`src/rtl/sysclk_pkg.sv`:
```
package sysclk_pkg;
    localparam int CTRL_W = 9;
    localparam int CODE_W = 3;

    typedef enum logic [1:0] {
        PM_RUN  = 2'd0,
        PM_WAIT = 2'd1,
        PM_STOP = 2'd2
    } pmode_t;

    typedef struct packed {
        logic              wait_pstop;
        logic              sub_drive;
        logic              main_drive;
        logic [CODE_W-1:0] div_code;
        logic              sub_sel;
        logic              sub_en;
        logic              main_stop;
    } ctrl_t;

    localparam logic [CODE_W-1:0] DIV_RESET = 3'd3;
    localparam ctrl_t CTRL_RESET = '{wait_pstop: 1'b0, sub_drive: 1'b1,
                                     main_drive: 1'b1, div_code: DIV_RESET,
                                     sub_sel: 1'b0, sub_en: 1'b0,
                                     main_stop: 1'b0};
endpackage

```
`src/rtl/sysclk_regs.sv`:
```
module sysclk_regs
    import sysclk_pkg::*;
(
    input  logic              clk,
    input  logic              rst_n,
    input  logic              wr_en,
    input  logic [CTRL_W-1:0] wr_data,
    input  logic              wait_req,
    input  logic              stop_req,
    input  logic              wake,
    output ctrl_t             ctrl,
    output pmode_t            pmode
);
    typedef struct packed {
        ctrl_t  regs;
        pmode_t mode;
    } rstate_t;

    rstate_t st_d, st_q;
    ctrl_t   nw;

    always_comb begin
        st_d = st_q;
        nw   = ctrl_t'(wr_data);
        case (st_q.mode)
            PM_RUN: begin
                if (wr_en) begin
                    nw.sub_sel = nw.sub_sel & st_q.regs.sub_en;
                    nw.sub_en  = nw.sub_en | nw.sub_sel;
                    if (!nw.sub_sel) nw.main_stop = 1'b0;
                    st_d.regs = nw;
                end
                if (stop_req) begin
                    st_d.mode = PM_STOP;
                    if (!st_d.regs.sub_sel) begin
                        st_d.regs.div_code   = DIV_RESET;
                        st_d.regs.main_drive = 1'b1;
                    end
                    st_d.regs.sub_drive = 1'b1;
                end else if (wait_req) begin
                    st_d.mode = PM_WAIT;
                end
            end
            default: begin
                if (wake) st_d.mode = PM_RUN;
            end
        endcase
    end

    always_ff @(posedge clk) begin
        if (!rst_n) begin
            st_q.regs <= CTRL_RESET;
            st_q.mode <= PM_RUN;
        end else begin
            st_q <= st_d;
        end
    end

    assign ctrl  = st_q.regs;
    assign pmode = st_q.mode;

    a_r4_select_needs_sub: assert property (@(posedge clk) disable iff (!rst_n)
        st_q.regs.sub_sel |-> st_q.regs.sub_en);
    a_r11_frozen_when_idle: assert property (@(posedge clk) disable iff (!rst_n)
        (st_q.mode != PM_RUN) |=> $stable(st_q.regs));
    a_r9_stop_forces_sub_drive: assert property (@(posedge clk) disable iff (!rst_n)
        (st_q.mode == PM_RUN && stop_req) |=> (st_q.mode == PM_STOP && st_q.regs.sub_drive));
    a_r10_low_speed_keeps: assert property (@(posedge clk) disable iff (!rst_n)
        (st_q.mode == PM_RUN && stop_req && !wr_en && st_q.regs.sub_sel)
        |=> ($stable(st_q.regs.div_code) && $stable(st_q.regs.main_drive)));
endmodule

```
`src/rtl/sysclk_cpu_gen.sv`:
```
module sysclk_cpu_gen
    import sysclk_pkg::*;
#(
    parameter int MAX_LOG = 4
) (
    input  logic              clk,
    input  logic              rst_n,
    input  logic              run,
    input  logic              sel_sub,
    input  logic [CODE_W-1:0] div_code,
    input  logic              sub_tick,
    output logic              cpu_ce
);
    localparam int CW = MAX_LOG;

    typedef struct packed {
        logic [CW-1:0]     cnt;
        logic              act_sub;
        logic [CODE_W-1:0] act_log;
    } cstate_t;

    cstate_t st_d, st_q;
    logic [CW-1:0] lim;

    always_comb begin
        lim = CW'((1 << st_q.act_log) - 1);
        cpu_ce = run & (st_q.act_sub ? sub_tick : (st_q.cnt == lim));
        st_d = st_q;
        if (run) begin
            if (cpu_ce) begin
                st_d.cnt     = '0;
                st_d.act_sub = sel_sub;
                st_d.act_log = (int'(div_code) > MAX_LOG) ? CODE_W'(MAX_LOG) : div_code;
            end else if (!st_q.act_sub) begin
                st_d.cnt = st_q.cnt + 1'b1;
            end
        end
    end

    always_ff @(posedge clk) begin
        if (!rst_n) begin
            st_q.cnt     <= '0;
            st_q.act_sub <= 1'b0;
            st_q.act_log <= DIV_RESET;
        end else begin
            st_q <= st_d;
        end
    end

    a_r3_switch_at_boundary: assert property (@(posedge clk) disable iff (!rst_n)
        !cpu_ce |=> ($stable(st_q.act_log) && $stable(st_q.act_sub)));
endmodule

```
`src/rtl/sysclk_periph_gen.sv`:
```
module sysclk_periph_gen #(
    parameter int MID_LOG  = 3,
    parameter int SLOW_LOG = 5,
    parameter int SUB_LOG  = 5
) (
    input  logic clk,
    input  logic rst_n,
    input  logic main_on,
    input  logic sub_on,
    input  logic sub_tick,
    output logic pf1_ce,
    output logic pf8_ce,
    output logic pf32_ce,
    output logic sub32_ce
);
    typedef struct packed {
        logic [SLOW_LOG-1:0] pcnt;
        logic [SUB_LOG-1:0]  scnt;
    } pstate_t;

    pstate_t st_d, st_q;
    logic    stick;

    always_comb begin
        stick    = sub_on & sub_tick;
        pf1_ce   = main_on;
        pf8_ce   = main_on & (&st_q.pcnt[MID_LOG-1:0]);
        pf32_ce  = main_on & (&st_q.pcnt);
        sub32_ce = stick & (&st_q.scnt);
        st_d = st_q;
        if (main_on) st_d.pcnt = st_q.pcnt + 1'b1;
        if (stick)   st_d.scnt = st_q.scnt + 1'b1;
    end

    always_ff @(posedge clk) begin
        if (!rst_n) begin
            st_q <= '0;
        end else begin
            st_q <= st_d;
        end
    end

    a_r6_slow_within_mid: assert property (@(posedge clk) disable iff (!rst_n)
        pf32_ce |-> pf8_ce);
    a_r6_sub_counter_holds: assert property (@(posedge clk) disable iff (!rst_n)
        !stick |=> $stable(st_q.scnt));
endmodule

```
`src/rtl/sysclk_ctrl.sv`:
```
module sysclk_ctrl
    import sysclk_pkg::*;
#(
    parameter int MAX_LOG  = 4,
    parameter int MID_LOG  = 3,
    parameter int SLOW_LOG = 5,
    parameter int SUB_LOG  = 5
) (
    input  logic              clk,
    input  logic              rst_n,
    input  logic              sub_tick,
    input  logic              wr_en,
    input  logic [CTRL_W-1:0] wr_data,
    input  logic              wait_req,
    input  logic              stop_req,
    input  logic              wake,
    output logic              cpu_ce,
    output logic              pf1_ce,
    output logic              pf8_ce,
    output logic              pf32_ce,
    output logic              sub32_ce,
    output logic [CTRL_W-1:0] ctrl_rd,
    output logic [1:0]        mode
);
    ctrl_t  ctrl;
    pmode_t pmode;
    logic   main_on, sub_on, running;

    sysclk_regs u_regs (
        .clk(clk), .rst_n(rst_n), .wr_en(wr_en), .wr_data(wr_data),
        .wait_req(wait_req), .stop_req(stop_req), .wake(wake),
        .ctrl(ctrl), .pmode(pmode)
    );

    always_comb begin
        running = (pmode == PM_RUN);
        main_on = (pmode != PM_STOP) && !ctrl.main_stop
                  && !((pmode == PM_WAIT) && ctrl.wait_pstop);
        sub_on  = (pmode != PM_STOP) && ctrl.sub_en;
        ctrl_rd = CTRL_W'(ctrl);
        case (pmode)
            PM_STOP: mode = 2'd3;
            PM_WAIT: mode = 2'd2;
            default: mode = ctrl.sub_sel ? 2'd1 : 2'd0;
        endcase
    end

    sysclk_cpu_gen #(.MAX_LOG(MAX_LOG)) u_cpu (
        .clk(clk), .rst_n(rst_n), .run(running), .sel_sub(ctrl.sub_sel),
        .div_code(ctrl.div_code), .sub_tick(sub_tick), .cpu_ce(cpu_ce)
    );

    sysclk_periph_gen #(.MID_LOG(MID_LOG), .SLOW_LOG(SLOW_LOG), .SUB_LOG(SUB_LOG)) u_pf (
        .clk(clk), .rst_n(rst_n), .main_on(main_on), .sub_on(sub_on),
        .sub_tick(sub_tick), .pf1_ce(pf1_ce), .pf8_ce(pf8_ce),
        .pf32_ce(pf32_ce), .sub32_ce(sub32_ce)
    );

    a_r7_pf_off_main_stopped: assert property (@(posedge clk) disable iff (!rst_n)
        ctrl_rd[0] |-> !(pf1_ce || pf8_ce || pf32_ce));
    a_r8_cpu_held_idle: assert property (@(posedge clk) disable iff (!rst_n)
        mode[1] |-> !cpu_ce);
    a_r9_stop_all_quiet: assert property (@(posedge clk) disable iff (!rst_n)
        (mode == 2'd3) |-> !(pf1_ce || sub32_ce || cpu_ce));
endmodule

```
`config.mk`:
```
export PLATFORM = sky130hd
export DESIGN_NAME = sysclk_ctrl
export DESIGN_NICKNAME = d
export VERILOG_FILES = /design/src/rtl/sysclk_pkg.sv /design/src/rtl/sysclk_regs.sv /design/src/rtl/sysclk_cpu_gen.sv /design/src/rtl/sysclk_periph_gen.sv /design/src/rtl/sysclk_ctrl.sv
export SDC_FILE = /design/constraint.sdc
export NUM_CORES = 1
export LEC_CHECK = 0
export BUFFER_PORTS_ARGS = -buffer_cell sky130_fd_sc_hd__buf_2
export CORE_ASPECT_RATIO = 1.4
export CORE_UTILIZATION = 25
export CTS_CLUSTER_DIAMETER = 120
export CTS_CLUSTER_SIZE = 25
export DETAILED_ROUTE_END_ITERATION = 6
export MAX_ROUTING_LAYER = met4
export PLACE_DENSITY = 0.48
export SYNTH_ARGS = -nofsm -noshare
export SYNTH_HDL_FRONTEND = slang
export SYNTH_SLANG_ARGS = --single-unit
```
`constraint.sdc`:
```
create_clock -name clk -period 2 [get_ports clk]
set_input_delay 0.4 -clock clk [delete_from_list [all_inputs] [get_ports clk]]
set_output_delay 0.4 -clock clk [all_outputs]
set_load 0.01 [all_outputs]
```
## Word level (Yosys, flattened, before mapping)

Index checks and enable logic that the tools add are counted.

| word-level totals | value |
|---|---|
| flip-flop bits (word level) | 29 |
| input bits | 16 |
| output and inout port bits | 16 |
| logic and storage cells | 65 |

| operators by class | value |
|---|---|
| $add $sub $neg | 4 |
| $lt $le $gt $ge | 1 |
| eq/ne operators | 8 |
| shift-type cells | 1 |
| multiplexer cells | 15 |
| bitwise logic cells | 7 |
| reduce and logical (&&, ||, !) cells | 16 |

Operator list:

| operator | count |
|---|---|
| 9-bit two-way mux | 2 |
| 4-bit two-way mux | 3 |
| 5-bit by 1-bit adder with 5-bit output (second input constant) | 2 |
| 2-bit AND reduction | 5 |
| 5-bit AND reduction | 2 |
| 2-bit two-way mux | 4 |
| 1-bit bitwise AND | 6 |
| 2-bit inequality test (second input constant) | 3 |
| 3-bit inequality test (second input constant) | 2 |
| 5-bit two-way mux | 1 |
| 4-bit by 1-bit adder with 4-bit output (second input constant) | 1 |
| 4-bit equality test | 1 |
| 1-bit logical AND | 4 |
| 2-bit one-hot mux with 2 select lines | 1 |
| 1-bit by 3-bit left shift with 4-bit output (first input constant) | 1 |
| 4-bit by 2-bit subtractor with 4-bit output (second input constant) | 1 |
| 3-bit greater-than comparator (second input constant) | 1 |
| 1-bit two-way mux | 3 |
| 3-bit two-way mux | 1 |
| 3-bit AND reduction | 1 |
| 2-bit by 1-bit equality test with 1-bit output (second input constant) | 1 |
| 2-bit equality test (second input constant) | 1 |
| 1-bit zero test | 2 |
| 2-bit zero test | 1 |
| other kinds (2) | 2 |

## Depth between registers and ports, before layout

| logic depth | value |
|---|---|
| word-level depth | 7 |
| gate-level depth with buffers | 8 |
| gate-level depth less buffers | 8 |

## By module

A second synthesis with hierarchy kept.

| second synthesis, totals | value |
|---|---|
| cell total of the unflattened synthesis | 162 |
| area total of the unflattened synthesis | 1503.9 um2 |

Modules (own cells, without submodules):

| module | instances | cells an instance | area an instance (um2) | seq. area each (um2) |
|---|---|---|---|---|
| sysclk_periph_gen | 1 | 49 | 490.5 | 200.2 |
| sysclk_cpu_gen | 1 | 54 | 489.2 | 160.2 |
| sysclk_regs | 1 | 51 | 450.4 | 220.2 |
| sysclk_ctrl | 1 | 8 | 73.8 | 0.0 |

## Least setup slack after synthesis

No wires, ideal clock.

| path | value |
|---|---|
| kind | reg-to-output |
| start point | reg u_cpu.st_q[0] (netlist name) |
| end point | out cpu_ce |
| data arrival time | 1.671 ns |
| required time | 1.600 ns |
| setup slack | -0.071 ns |
| cell stages (with the launch flop) | 7 |
| path buffers | 0 |
| path through | dfxtp_1 > or3_1 > ha_1 > xnor2_1 > a211oi_4 > a21oi_2 > nor2_4 |

| on the way | value |
|---|---|
| word-level cells in the longest chain between the ends | 5 |

RTL lines:

| element | line | text |
|---|---|---|
| from (decl) | sysclk_cpu_gen.sv:22 | `cstate_t st_d, st_q;` |
| from (signal assigned) | sysclk_cpu_gen.sv:46 | `st_q <= st_d;` |
| 1-bit by 3-bit left shift with 4-bit output | sysclk_cpu_gen.sv:26 | `lim = CW'((1 << st_q.act_log) - 1);` |
| 4-bit by 2-bit subtractor with 4-bit output | sysclk_cpu_gen.sv:26 |  |
| 4-bit equality test | sysclk_cpu_gen.sv:27 | `cpu_ce = run & (st_q.act_sub ? sub_tick : (st_q.cnt == lim));` |
| 1-bit two-way mux | sysclk_cpu_gen.sv:27 |  |
| 1-bit bitwise AND | sysclk_cpu_gen.sv:27 |  |
| to (decl) | sysclk_ctrl.sv:17 | `output logic cpu_ce,` |

No other way between the ends.

## Worst setup path in the final report

| path | value |
|---|---|
| start point | reg u_cpu.st_q[1] (netlist name) |
| end point | out cpu_ce |

Same word-level chain as after synthesis.

==> impl_metrics.env <==
export IMPL_outcome="complete, but fails checks"
export IMPL_violations="negative setup slack"
export IMPL_peakVddDrop_mv=0.346
export IMPL_synth_cells=171
export IMPL_num_antenna_cells=0
export IMPL_cp_max_fo=2
export IMPL_use_met1=0.151
export IMPL_setup_viol=3
export IMPL_cts_buffer_depth=2
export IMPL_gr_usage_met3=0.0316
export IMPL_avgRoutedWirePerCell_um=12.2
export IMPL_setup_slack_ps=-305
export IMPL_worstHoldPathType="in2reg"
export IMPL_use_met2=0.203
export IMPL_antenna_found_initial=0
export IMPL_layout_cells_non_filler=292
export IMPL_grt_pass1_vias=1311
export IMPL_die_area_um2=6360
export IMPL_max_freq_ghz=0.434
export IMPL_grt_busiest_layer="met2"
export IMPL_vias=1324
export IMPL_final_area_um2=2090
export IMPL_ys_warnings_count=0
export IMPL_fin_nets=247
export IMPL_die_width_um=67.7
export IMPL_place_hpwl_um=2650
export IMPL_tightest_slew_ps=364
export IMPL_synthDistinctLibCells=39
export IMPL_num_fill_cells=617
export IMPL_finalCritPeriodShare=1.15
export IMPL_placedCellCount=278
export IMPL_grt_pass1_wl_um=6020
export IMPL_crit_path_end_kind="output port"
export IMPL_crit_arrival_ps=1900
export IMPL_gr_total_overflow=0
export IMPL_cts_tree="done"
export IMPL_dpl_instance_area_um2=1860
export IMPL_p_per_area_nw_per_um2=737
export IMPL_viasPerCell=4.53
export IMPL_drt_iter0_markers=14
export IMPL_fin_skew_ps=4.85
export IMPL_ios=32
export IMPL_cap_violations=0
export IMPL_utilization=0.359
export IMPL_setup_tns_final_ps=-364
export IMPL_drive_above_1_share=0.360
export IMPL_drcViolationCount=0
export IMPL_leakagePower_nw=0.895
export IMPL_place_gp_congestion=0.774
export IMPL_cts_root_buf="clkbuf_8"
export IMPL_clkSinkCount=29
export IMPL_synth_seq_cells=29
export IMPL_area_delta_synth_final_pct=38.3
export IMPL_htreeDepth=2
export IMPL_critPathLaunchType="flip-flop"
export IMPL_mostFrequentLayoutCell="buf_2"
export IMPL_grt_max_degree=21
export IMPL_clock_latency_ps=280
export IMPL_finalHoldViolCount=0
export IMPL_cts_buffers=5
export IMPL_wirelength_um=3570
export IMPL_syn_num_nets=197
export IMPL_grtUsageTotal=0.131
export IMPL_coreArea_um2=5820
export IMPL_netlist_area_um2=1510
export IMPL_final_cell_mix="buf_2 (30), nand2_1 (27), dfxtp_1 (25), buf_4 (17), nor2_1 (11)"
export IMPL_cts_hold_buf=0
export IMPL_path_clk_slew_ps=60
export IMPL_dr_pass1_iters=4
export IMPL_antenna_left=0
export IMPL_relSlewSlack=0.755
export IMPL_seq_area_frac_synth=0.384
export IMPL_rsz0062_at_grt="true"
export IMPL_initial_core_util=0.259
export IMPL_avgSynthCellArea_um2=8.83
export IMPL_drv_slew=0
export IMPL_fp_dieH_um=94.0
export IMPL_critical_path_class="reg2out"
export IMPL_fp_row_count=33
export IMPL_numPortBuffers=31
export IMPL_min_period_ps=2300
export IMPL_cp_required_ps=1600
[layout make-up]
type                            count  area (um^2)  share of cell area
Timing Repair Buffer               50          312               0.149
Inverter                            4         15.0             0.00719
Clock buffer                        7         86.3              0.0413
Multi-Input combinational cell    131          972               0.466
Sequential cell                    29          586               0.280
Clock inverter                      1         30.0              0.0144
Tap cell                           70         87.6              0.0419
[flip-flops by register name, summed over array words and instances, names as in the netlist]
| signal | cells |
|---|---|
| u_pf.st_q | 10 |
| u_regs.ctrl | 9 |
| u_cpu.st_q | 8 |
| u_regs.pmode | 2 |
[layer usage]
metal / share of wire / routed length [um] / vias to the layer above
met2: 0.49 / 1740 / 29
met3: 0.038 / 136 / 8
met1: 0.45 / 1590 / 603
met4: 0.029 / 105 / 0
li1: - / - / 684
met5: 0 / 0 / -
[cell families after synthesis]
kind of cell	count (synthesis)	share of synthesized area
fa+ha+maj	10	0.0829
mux	5	0.0340
flops	29	0.384
xor+xnor	11	0.0638
compound gates	29	0.148
simple gates	76	0.257
buf+inv	11	0.0298
[worst max-delay path, stage by stage (launching register included)]
cell and delay [ps]:
dfxtp_2 320, or3_4 390, ha_4 240, xnor2_4 130
a211oi_4 230, a21oi_4 100, nor2_4 110, buf_6 110
[cells in the mapped netlist]
cell	number	area (um^2)
dfxtp_1	29	581
nand2_1	27	101
nor2_1	11	41.3
ha_1	10	125
and2_1	9	56.3
nor2b_1	8	50.1
xnor2_1	8	70.1
a21boi_0	7	52.6
nand3_1	7	35.0
clkbuf_1	6	22.5
a21oi_1	4	20.0
inv_1	4	15.0
mux2i_1	4	40.0
o21ai_0	4	20.0
xor2_1	3	26.3
a22oi_1	2	15.0
and3_1	2	12.5
nand3b_1	2	15.0
nand4_1	2	12.5
o21a_1	2	15.0
or3_1	2	12.5
a211oi_2	1	12.5
a211oi_4	1	20.0
a21oi_2	1	8.76
a32oi_1	1	8.76
a41oi_1	1	8.76
buf_4	1	7.51
mux2_2	1	11.3
nand2b_1	1	6.26
nor2_4	1	11.3
nor3b_1	1	7.51
nor4b_1	1	8.76
o2111ai_1	1	8.76
o21ai_1	1	5.00
o31ai_1	1	7.51
o31ai_2	1	12.5
o32ai_1	1	8.76
or2_2	1	6.26
or4_4	1	11.3
[per-stage QoR]
step	hold slack (ps)	total power, mW	worst slack (ps)
floorplan	448	0.808	-42.8
global placement	450	0.898	-70.3
detailed placement	460	0.900	-97.1
CTS	320	1.55	-328
global route	324	1.63	-388
finish	328	1.54	-305
[repair_timing]
| action | 4_1_cts | 5_1_grt |
|---|---|---|
| gates cloned | 0 | 0 |
| pin swaps | 3 | 3 |
| resized for setup | 3 | 11 |
| setup buffers | 2 | 5 |
| endpoints found under the hold margin | 0 | 0 |
| endpoints found under the setup margin | 6 | 8 |
[final timing paths]
check | startpoint | slack, ps | cells past startpoint | end
max | u_cpu.st_q[1] | -300 | 7 | cpu_ce
max reg2reg | u_cpu.st_q[1] | -30 | 9 | u_cpu.st_q[5]
min | wr_data[6] | 330 | 3 | u_regs.ctrl[6]
min reg2reg | u_regs.ctrl[6] | 470 | 2 | u_regs.ctrl[6]
[report_power, final]
part | total, mW | internal (mW) | switching (mW)
clock network | 0.633 | 0.406 | 0.227
logic | 0.263 | 0.127 | 0.136
registers | 0.644 | 0.612 | 0.0322
Power figures use the tool's default switching activity.
